<file path="src/rtl/dmareg_pkg.sv">
package dmareg_pkg;

    localparam int DATA_W = 32;
    localparam int OFS_W  = 7;
    localparam int IRQ_W  = 5;

    // Event bit positions, shared by the enable and pending registers
    localparam int EV_DESC_END = 0;
    localparam int EV_IDLE     = 2;
    localparam int EV_DESC_UPD = 3;
    localparam int EV_PKT_DONE = 4;
    localparam logic [IRQ_W-1:0] IRQ_MASK = 5'b11101;

    typedef enum logic [3:0] {
        R_SRC, R_INPORT, R_INCFG, R_DST, R_OUTSTR, R_OUTCFG, R_BYTES,
        R_STATUS, R_PRIO, R_IE, R_IP, R_PROG, R_LLHEAD, R_NONE
    } reg_id_e;

    typedef struct packed {
        logic [31:0]      src;
        logic [31:0]      dst;
        logic [31:0]      bytes;
        logic [31:0]      ll_head;
        logic [7:0]       in_port;
        logic [2:0]       in_cfg;
        logic [23:0]      out_stream;
        logic [1:0]       out_cfg;
        logic [2:0]       prio;
        logic [2:0]       weight;
        logic [IRQ_W-1:0] ie;
    } ch_cfg_t;

    function automatic reg_id_e decode_ofs(input logic [OFS_W-1:0] ofs);
        case (ofs)
            7'h00:   return R_SRC;
            7'h08:   return R_INPORT;
            7'h0C:   return R_INCFG;
            7'h10:   return R_DST;
            7'h18:   return R_OUTSTR;
            7'h1C:   return R_OUTCFG;
            7'h20:   return R_BYTES;
            7'h2C:   return R_STATUS;
            7'h44:   return R_PRIO;
            7'h50:   return R_IE;
            7'h54:   return R_IP;
            7'h60:   return R_PROG;
            7'h70:   return R_LLHEAD;
            default: return R_NONE;
        endcase
    endfunction

endpackage

</file>
<file path="src/rtl/dmareg_decode.sv">
module dmareg_decode
    import dmareg_pkg::*;
#(
    parameter int NUM_CH = 8,
    localparam int CH_AW = (NUM_CH > 1) ? $clog2(NUM_CH) : 1,
    localparam int ADDR_W = CH_AW + OFS_W
) (
    input  logic [ADDR_W-1:0] addr,
    output logic [NUM_CH-1:0] ch_hit,
    output reg_id_e           rid
);
    always_comb begin
        ch_hit = '0;
        for (int i = 0; i < NUM_CH; i++)
            ch_hit[i] = (addr[ADDR_W-1:OFS_W] == CH_AW'(i));
    end

    assign rid = decode_ofs(addr[OFS_W-1:0]);
endmodule

</file>
<file path="src/rtl/dmareg_irq.sv">
module dmareg_irq
    import dmareg_pkg::*;
(
    input  logic             clk,
    input  logic             rst,
    input  logic [IRQ_W-1:0] ie,
    input  logic [IRQ_W-1:0] ev_in,
    input  logic             clr_we,
    input  logic [IRQ_W-1:0] clr_mask,
    output logic [IRQ_W-1:0] pend,
    output logic             irq_o
);
    always_ff @(posedge clk) begin
        if (rst) pend <= '0;
        else     pend <= (pend & ~(clr_we ? clr_mask : '0)) | (ev_in & ie);
    end

    assign irq_o = |(pend & ie);

    // A new pending bit needs its enable in the cycle it was latched
    p_pend_enabled_r7: assert property (@(posedge clk) disable iff (rst)
        ((pend & ~$past(pend) & ~$past(ie)) == '0));

    // Enabled event always lands, even against a clear
    p_set_wins_r8: assert property (@(posedge clk) disable iff (rst)
        ((pend & $past(ev_in & ie)) == $past(ev_in & ie)));

    // A clear with no competing event empties the addressed bits
    p_w1c_r8: assert property (@(posedge clk) disable iff (rst)
        ($past(clr_we) && ($past(ev_in & ie) == '0)) |->
            ((pend & $past(clr_mask)) == '0));
endmodule

</file>
<file path="src/rtl/dmareg_channel.sv">
module dmareg_channel
    import dmareg_pkg::*;
(
    input  logic        clk,
    input  logic        rst,
    input  logic        wr_en,
    input  logic        rd_en,
    input  reg_id_e     rid,
    input  logic [31:0] wdata,
    output logic [31:0] rdata,
    input  logic        busy_i,
    input  logic [31:0] progress_i,
    input  logic        evt_desc_end_i,
    input  logic        evt_desc_upd_i,
    input  logic        evt_pkt_done_i,
    output ch_cfg_t     cfg_o,
    output logic        start_o,
    output logic        ll_start_o,
    output logic        restart_o,
    output logic        stop_o,
    output logic        irq_o
);
    logic             busy_q;
    logic [IRQ_W-1:0] ev_vec;
    logic [IRQ_W-1:0] pend;

    always_ff @(posedge clk) begin
        if (rst) begin
            cfg_o      <= '0;
            busy_q     <= 1'b0;
            start_o    <= 1'b0;
            ll_start_o <= 1'b0;
            restart_o  <= 1'b0;
            stop_o     <= 1'b0;
        end else begin
            busy_q     <= busy_i;
            start_o    <= 1'b0;
            ll_start_o <= 1'b0;
            restart_o  <= 1'b0;
            stop_o     <= 1'b0;
            if (wr_en) begin
                case (rid)
                    R_SRC:    cfg_o.src        <= wdata;
                    R_DST:    cfg_o.dst        <= wdata;
                    R_BYTES:  cfg_o.bytes      <= wdata;
                    R_LLHEAD: cfg_o.ll_head    <= wdata;
                    R_INPORT: cfg_o.in_port    <= wdata[7:0];
                    R_INCFG:  cfg_o.in_cfg     <= wdata[14:12];
                    R_OUTSTR: cfg_o.out_stream <= wdata[23:0];
                    R_OUTCFG: cfg_o.out_cfg    <= wdata[13:12];
                    R_PRIO: begin
                        cfg_o.prio   <= wdata[2:0];
                        cfg_o.weight <= wdata[10:8];
                    end
                    R_IE:     cfg_o.ie         <= wdata[IRQ_W-1:0] & IRQ_MASK;
                    R_STATUS: begin
                        start_o    <= wdata[0] & ~busy_i;
                        ll_start_o <= wdata[4] & ~busy_i;
                        restart_o  <= wdata[1];
                        stop_o     <= wdata[2];
                    end
                    default: ;
                endcase
            end
        end
    end

    always_comb begin
        ev_vec              = '0;
        ev_vec[EV_DESC_END] = evt_desc_end_i;
        ev_vec[EV_IDLE]     = busy_q & ~busy_i;
        ev_vec[EV_DESC_UPD] = evt_desc_upd_i;
        ev_vec[EV_PKT_DONE] = evt_pkt_done_i;
    end

    dmareg_irq u_irq (
        .clk      (clk),
        .rst      (rst),
        .ie       (cfg_o.ie),
        .ev_in    (ev_vec),
        .clr_we   (wr_en && rid == R_IP),
        .clr_mask (wdata[IRQ_W-1:0]),
        .pend     (pend),
        .irq_o    (irq_o)
    );

    always_comb begin
        rdata = '0;
        if (rd_en) begin
            case (rid)
                R_SRC:    rdata = cfg_o.src;
                R_DST:    rdata = cfg_o.dst;
                R_BYTES:  rdata = cfg_o.bytes;
                R_LLHEAD: rdata = cfg_o.ll_head;
                R_INPORT: rdata[7:0]   = cfg_o.in_port;
                R_INCFG:  rdata[14:12] = cfg_o.in_cfg;
                R_OUTSTR: rdata[23:0]  = cfg_o.out_stream;
                R_OUTCFG: rdata[13:12] = cfg_o.out_cfg;
                R_PRIO: begin
                    rdata[2:0]  = cfg_o.prio;
                    rdata[10:8] = cfg_o.weight;
                end
                R_IE:     rdata[IRQ_W-1:0] = cfg_o.ie;
                R_IP:     rdata[IRQ_W-1:0] = pend;
                R_STATUS: rdata[0] = busy_i;
                R_PROG:   rdata = progress_i;
                default:  rdata = '0;
            endcase
        end
    end

    // Direct start only leaves toward an idle engine
    p_start_idle_r5: assert property (@(posedge clk) disable iff (rst)
        start_o |-> !$past(busy_i));

    // Linked-list start also respects the busy gate
    p_llstart_idle_r5: assert property (@(posedge clk) disable iff (rst)
        ll_start_o |-> !$past(busy_i));

    // Stop pulse traces back to a status write with bit 2
    p_stop_src_r6: assert property (@(posedge clk) disable iff (rst)
        stop_o |-> $past(wr_en && rid == R_STATUS && wdata[2]));
endmodule

</file>
<file path="src/rtl/dmareg_top.sv">
module dmareg_top
    import dmareg_pkg::*;
#(
    parameter int NUM_CH = 8,
    localparam int CH_AW = (NUM_CH > 1) ? $clog2(NUM_CH) : 1,
    localparam int ADDR_W = CH_AW + OFS_W
) (
    input  logic                 clk,
    input  logic                 rst,
    input  logic                 bus_sel,
    input  logic                 bus_wr,
    input  logic [ADDR_W-1:0]    bus_addr,
    input  logic [31:0]          bus_wdata,
    output logic [31:0]          bus_rdata,
    input  logic [NUM_CH-1:0]    busy_i,
    input  logic [NUM_CH*32-1:0] progress_i,
    input  logic [NUM_CH-1:0]    evt_desc_end_i,
    input  logic [NUM_CH-1:0]    evt_desc_upd_i,
    input  logic [NUM_CH-1:0]    evt_pkt_done_i,
    output logic [NUM_CH*32-1:0] src_addr_o,
    output logic [NUM_CH*32-1:0] dst_addr_o,
    output logic [NUM_CH*32-1:0] byte_cnt_o,
    output logic [NUM_CH*32-1:0] ll_head_o,
    output logic [NUM_CH*8-1:0]  in_port_o,
    output logic [NUM_CH*3-1:0]  in_cfg_o,
    output logic [NUM_CH*24-1:0] out_stream_o,
    output logic [NUM_CH*2-1:0]  out_cfg_o,
    output logic [NUM_CH*3-1:0]  prio_o,
    output logic [NUM_CH*3-1:0]  weight_o,
    output logic [NUM_CH-1:0]    start_o,
    output logic [NUM_CH-1:0]    ll_start_o,
    output logic [NUM_CH-1:0]    restart_o,
    output logic [NUM_CH-1:0]    stop_o,
    output logic [NUM_CH-1:0]    irq_o
);
    logic [NUM_CH-1:0] ch_hit;
    reg_id_e           rid;
    logic [31:0]       ch_rdata [NUM_CH];
    ch_cfg_t           ch_cfg   [NUM_CH];

    dmareg_decode #(.NUM_CH(NUM_CH)) u_dec (
        .addr   (bus_addr),
        .ch_hit (ch_hit),
        .rid    (rid)
    );

    for (genvar c = 0; c < NUM_CH; c++) begin : g_ch
        dmareg_channel u_ch (
            .clk            (clk),
            .rst            (rst),
            .wr_en          (bus_sel & bus_wr & ch_hit[c]),
            .rd_en          (bus_sel & ~bus_wr & ch_hit[c]),
            .rid            (rid),
            .wdata          (bus_wdata),
            .rdata          (ch_rdata[c]),
            .busy_i         (busy_i[c]),
            .progress_i     (progress_i[c*32 +: 32]),
            .evt_desc_end_i (evt_desc_end_i[c]),
            .evt_desc_upd_i (evt_desc_upd_i[c]),
            .evt_pkt_done_i (evt_pkt_done_i[c]),
            .cfg_o          (ch_cfg[c]),
            .start_o        (start_o[c]),
            .ll_start_o     (ll_start_o[c]),
            .restart_o      (restart_o[c]),
            .stop_o         (stop_o[c]),
            .irq_o          (irq_o[c])
        );

        assign src_addr_o[c*32 +: 32]   = ch_cfg[c].src;
        assign dst_addr_o[c*32 +: 32]   = ch_cfg[c].dst;
        assign byte_cnt_o[c*32 +: 32]   = ch_cfg[c].bytes;
        assign ll_head_o[c*32 +: 32]    = ch_cfg[c].ll_head;
        assign in_port_o[c*8 +: 8]      = ch_cfg[c].in_port;
        assign in_cfg_o[c*3 +: 3]       = ch_cfg[c].in_cfg;
        assign out_stream_o[c*24 +: 24] = ch_cfg[c].out_stream;
        assign out_cfg_o[c*2 +: 2]      = ch_cfg[c].out_cfg;
        assign prio_o[c*3 +: 3]         = ch_cfg[c].prio;
        assign weight_o[c*3 +: 3]       = ch_cfg[c].weight;
    end

    always_comb begin
        bus_rdata = '0;
        for (int c = 0; c < NUM_CH; c++)
            bus_rdata = bus_rdata | ch_rdata[c];
    end

    // Unmapped offsets read as zero
    p_unmapped_zero_r12: assert property (@(posedge clk) disable iff (rst)
        (bus_sel && !bus_wr && rid == R_NONE) |-> (bus_rdata == '0));

    // Reset leaves no command pulse or interrupt behind
    p_reset_quiet_r13: assert property (@(posedge clk)
        $past(rst) |-> (start_o == '0 && stop_o == '0 && irq_o == '0));
endmodule

</file>
<file path="config.mk">
export PLATFORM = sky130hd
export DESIGN_NAME = dmareg_top
export DESIGN_NICKNAME = d
export VERILOG_FILES = /design/src/rtl/dmareg_pkg.sv /design/src/rtl/dmareg_decode.sv /design/src/rtl/dmareg_irq.sv /design/src/rtl/dmareg_channel.sv /design/src/rtl/dmareg_top.sv
export SDC_FILE = /design/constraint.sdc
export NUM_CORES = 2
export LEC_CHECK = 0
export BUFFER_PORTS_ARGS = -buffer_cell sky130_fd_sc_hd__clkbuf_2
export CAP_MARGIN = 25
export CORE_AREA = 2 2 693 695
export DETAILED_ROUTE_END_ITERATION = 8
export DIE_AREA = 0 0 695 697
export PLACE_DENSITY = 0.4
export REMOVE_ABC_BUFFERS = 1
export SLEW_MARGIN = 40
export SYNTH_ARGS = -nofsm -noshare
export SYNTH_HDL_FRONTEND = slang
export SYNTH_SLANG_ARGS = --single-unit
</file>
<file path="constraint.sdc">
create_clock -name clk -period 4.2 [get_ports clk]
set_input_delay 0.84 -clock clk [delete_from_list [all_inputs] [get_ports clk]]
set_output_delay 0.84 -clock clk [all_outputs]
set_load 0.03 [all_outputs]
</file>
==> results.md <==
* H-tree depth at 4
* Post-synthesis async set-or-reset flop share at 0%
* Relative slew slack at 35.3%
* Synthesis-to-layout area growth at 32.2%
* Post-Synthesis Cells at 9,587
* Bufs on Longest Clock Path at 4
* Ys flop type: dfxtp_1
* Final hold violation count at 0
* Row cnt at 254
* 1st-iter DRT viols at 11,900
* CP peak stage delay at 0.60 ns
* Port Buffers at 1,773
* Top cells by count, synth: 2,828 x nand2_1, 1,550 x a21oi_1, 1,480 x dfxtp_1
* Peak supply drop at 0.000341 V
* Final WL at 703,000 µm
* Post-synth cell types at 66
* Drt drc at 20
* GRT Util Overall at 27.6%
* Hpwl dp at 557,000 µm
* Cell with the most instances after synthesis: nand2_1
* P_leak at 0.0346 µW
* DP Area at 85,700 µm²
* Setup violators final at 32
* Total core area at 477,000 µm²
* Die ar. at 484,000 µm²
* Nets at 10,600
* PD cells at 357 nW/µm²
* Total gr overflow at 0
* EDFF count, synth at 0
* Cell taking the most area after synthesis: dfxtp_1
* Status: finished, violations left
* Tcrit/Tclk final at 113%
* Placer Congestion at 0.968
* Vias in the first global route at 71,500
* Final Critical Period at 4.74 ns
* Syn Area/Cell at 7.60 µm²
* Cell area after layout at 96,300 µm²
* RSZ-0062 raised after global routing: true
* Drt first pass iters at 9
* Max-cap viol count at 0
* DRT antenna net count at 0
* Synth top area share at 40.6%
* Crit-path max FO at 7
* Fin Clk Skew at 0.0194 ns
* Fmax at 211 MHz
* Vias at 78,800
* Clock transition at path regs at 0.06 ns
* Crit-path leading delay family: simple AND/OR/NAND/NOR gates
* Largest net degree at the start of global routing at 167
* Largest cells by area after synthesis: dfxtp_1 41%, buf_4 15%, nand2_1 15%
* Worst Path Buf+Inv at 8
* Vias/cell at 4.65
* CTS tree: yes
* CP Cell Sequence: clkbuf_16, or4_4, buf_6, nor3_4, buf_12, buf_8, buf_16, buf_12, a22oi_2, a31oi_4, nor4_4, nand2_1, buf_12, buf_12
* Clk sink count at 1,480
* Crit Path Category: in -> out
* Die H at 697 µm
* Synthesis warning total at 0
* Initial antenna violation count at 178
* Pre-CTS setup slack at -1.31 ns
* Clock latency on the worst-skew pair at 0.94 ns
* Layout cells sized above 1 at 33.0%
* Fin util at 20.2%
* PnR Total Power at 34,400 µW
* Worst EP required at 3.36 ns
* WL/cell at 41.5 µm
* Fin. max-slew vios at 0
* Flops & latches, synth at 1,480
* Violated checks: DRC, setup timing
* First-pass GRT wire length at 868,000 µm
* Crit. End Element: output pin
* WP data arrival at 3.90 ns
* Post-synthesis sequential area ratio at 40.6%
* Hold Path Class: in -> reg
* Hold buffers post-CTS at 0
* Worst Tran Pin Value at 0.970 ns
* Worst setup margin at -0.541 ns
* Worst setup SP type: input port
* Most frequent CP cell: buf_12
* Die X at 695 µm
* Slowest stage cell, crit path: or4_4
* Synthesized area at 72,900 µm²
* CTS buffer count at 201
* Setup TNS at -9.52 ns
* Starting density of the core at 15.3%
* # IOs at 1,774
* CTS root buffer: clkbuf_16
## layout by cell type, fill, tap and decap left out, drive strengths merged, types with 7 or more instances in the layout
master | synthesis | final
o21ai | 98 | 98
clkbuf | 549 | 2016
a2bb2oi | 13 | 13
and3 | 39 | 39
nor4 | 46 | 46
clkinv | 0 | 38
nand2b | 12 | 12
a31oi | 85 | 85
a222oi | 197 | 197
inv | 9 | 19
a22o | 21 | 21
nand4b | 8 | 8
o22ai | 12 | 12
a21oi | 1550 | 1550
nor3 | 97 | 97
bufinv | 0 | 16
mux2 | 23 | 23
nand2 | 2828 | 2828
nand3 | 85 | 85
mux2i | 119 | 119
nor2 | 166 | 166
dfxtp | 1480 | 1480
a32oi | 9 | 9
a22oi | 315 | 315
diode | 0 | 85
a221oi | 83 | 83
nand4 | 7 | 7
buf | 1662 | 983
clkinvlp | 0 | 10
## cells by family (layout without fill, tap and decap cells)
group                  Yosys count  after routing  synth area share [%]
DFF                           1480           1480                  40.6
AOI/OAI and AO/OA             2414           2414                  20.0
and+or+nand+nor               3329           3329                  18.1
muxes                          144            144                  2.06
other                            0             85                     0
buffers and inverters         2220           3086                  19.2
## metrics by stage
stage / hold WS (ns) / instances
2_1_floorplan: 0.422 / 7376
3_3_place_gp: 0.436 / 16400
3_5_place_dp: 0.437 / 16400
4_1_cts: 0.0775 / 16800
5_1_grt: 0.137 / 16900
6_report: 0.144 / 16900
## area by class of cell
class | count | area, µm²
flip-flops and latches | 1480 | 29600
repair buffers | 2719 | 19700
fillers | 53500 | 381000
diodes | 85 | 213
well taps | 6400 | 8010
clock inverters | 74 | 1100
inverters | 9 | 33.8
clock buffers | 284 | 5720
multi-input cells | 5887 | 32000
## worst min-delay path: cells and delay by family
kind / cells / cell delay, ns
buf+inv: 1 / 0.08
compound gates: 1 / 0.07
simple gates: 1 / 0.07
## registers in the layout (all words and copies together) (netlist names)
register	count
g_ch.u_ch.ll_start_o	8
g_ch.u_ch.cfg_o	1400
g_ch.u_ch.stop_o	8
g_ch.u_ch.restart_o	8
g_ch.u_ch.busy_q	8
g_ch.u_ch.start_o	8
g_ch.u_ch.u_irq.pend	40
## power by group
part | internal, µW | switching [µW] | leakage (µW) | total (µW)
Sequential | 14000 | 4.84 | 0.0119 | 14000
Clock | 10500 | 8020 | 0.00330 | 18600
Combinational | 440 | 1310 | 0.0194 | 1750
Total | 25000 | 9340 | 0.0346 | 34400
## repair_timing
item | in CTS | in global routing
cloned | 10 | 2
endpoints found under the setup margin | 32 | 32
setup buffers | 74 | 33
pin swaps | 147 | 122
gates resized for setup | 392 | 130
## path summary, 6_finish.rpt
kind,slack (ns),cells after the start,to,startpoint
max,-0.54,14,bus_rdata[8],bus_addr[1]
min reg2reg,0.46,2,g_ch[0].u_ch.u_irq.pend[1],g_ch[0].u_ch.u_irq.pend[1]
max reg2reg,2.91,2,g_ch[1].u_ch.cfg_o[16],g_ch[1].u_ch.cfg_o[16]
min,0.14,3,g_ch[7].u_ch.u_irq.pend[0],evt_desc_end_i[7]
## routing by layer
| metal | GRT usage [%] | part of all wire [%] | up-vias |
|---|---|---|---|
| li1 | - | - | 32800 |
| met1 | 30.4 | 35 | 39300 |
| met2 | 44.4 | 46 | 5395 |
| met3 | 9.81 | 11 | 1233 |
| met4 | 19.0 | 8.2 | 46 |
| met5 | 0 | 0.042 | - |
Note: power is estimated with default switching activity, not from simulation.
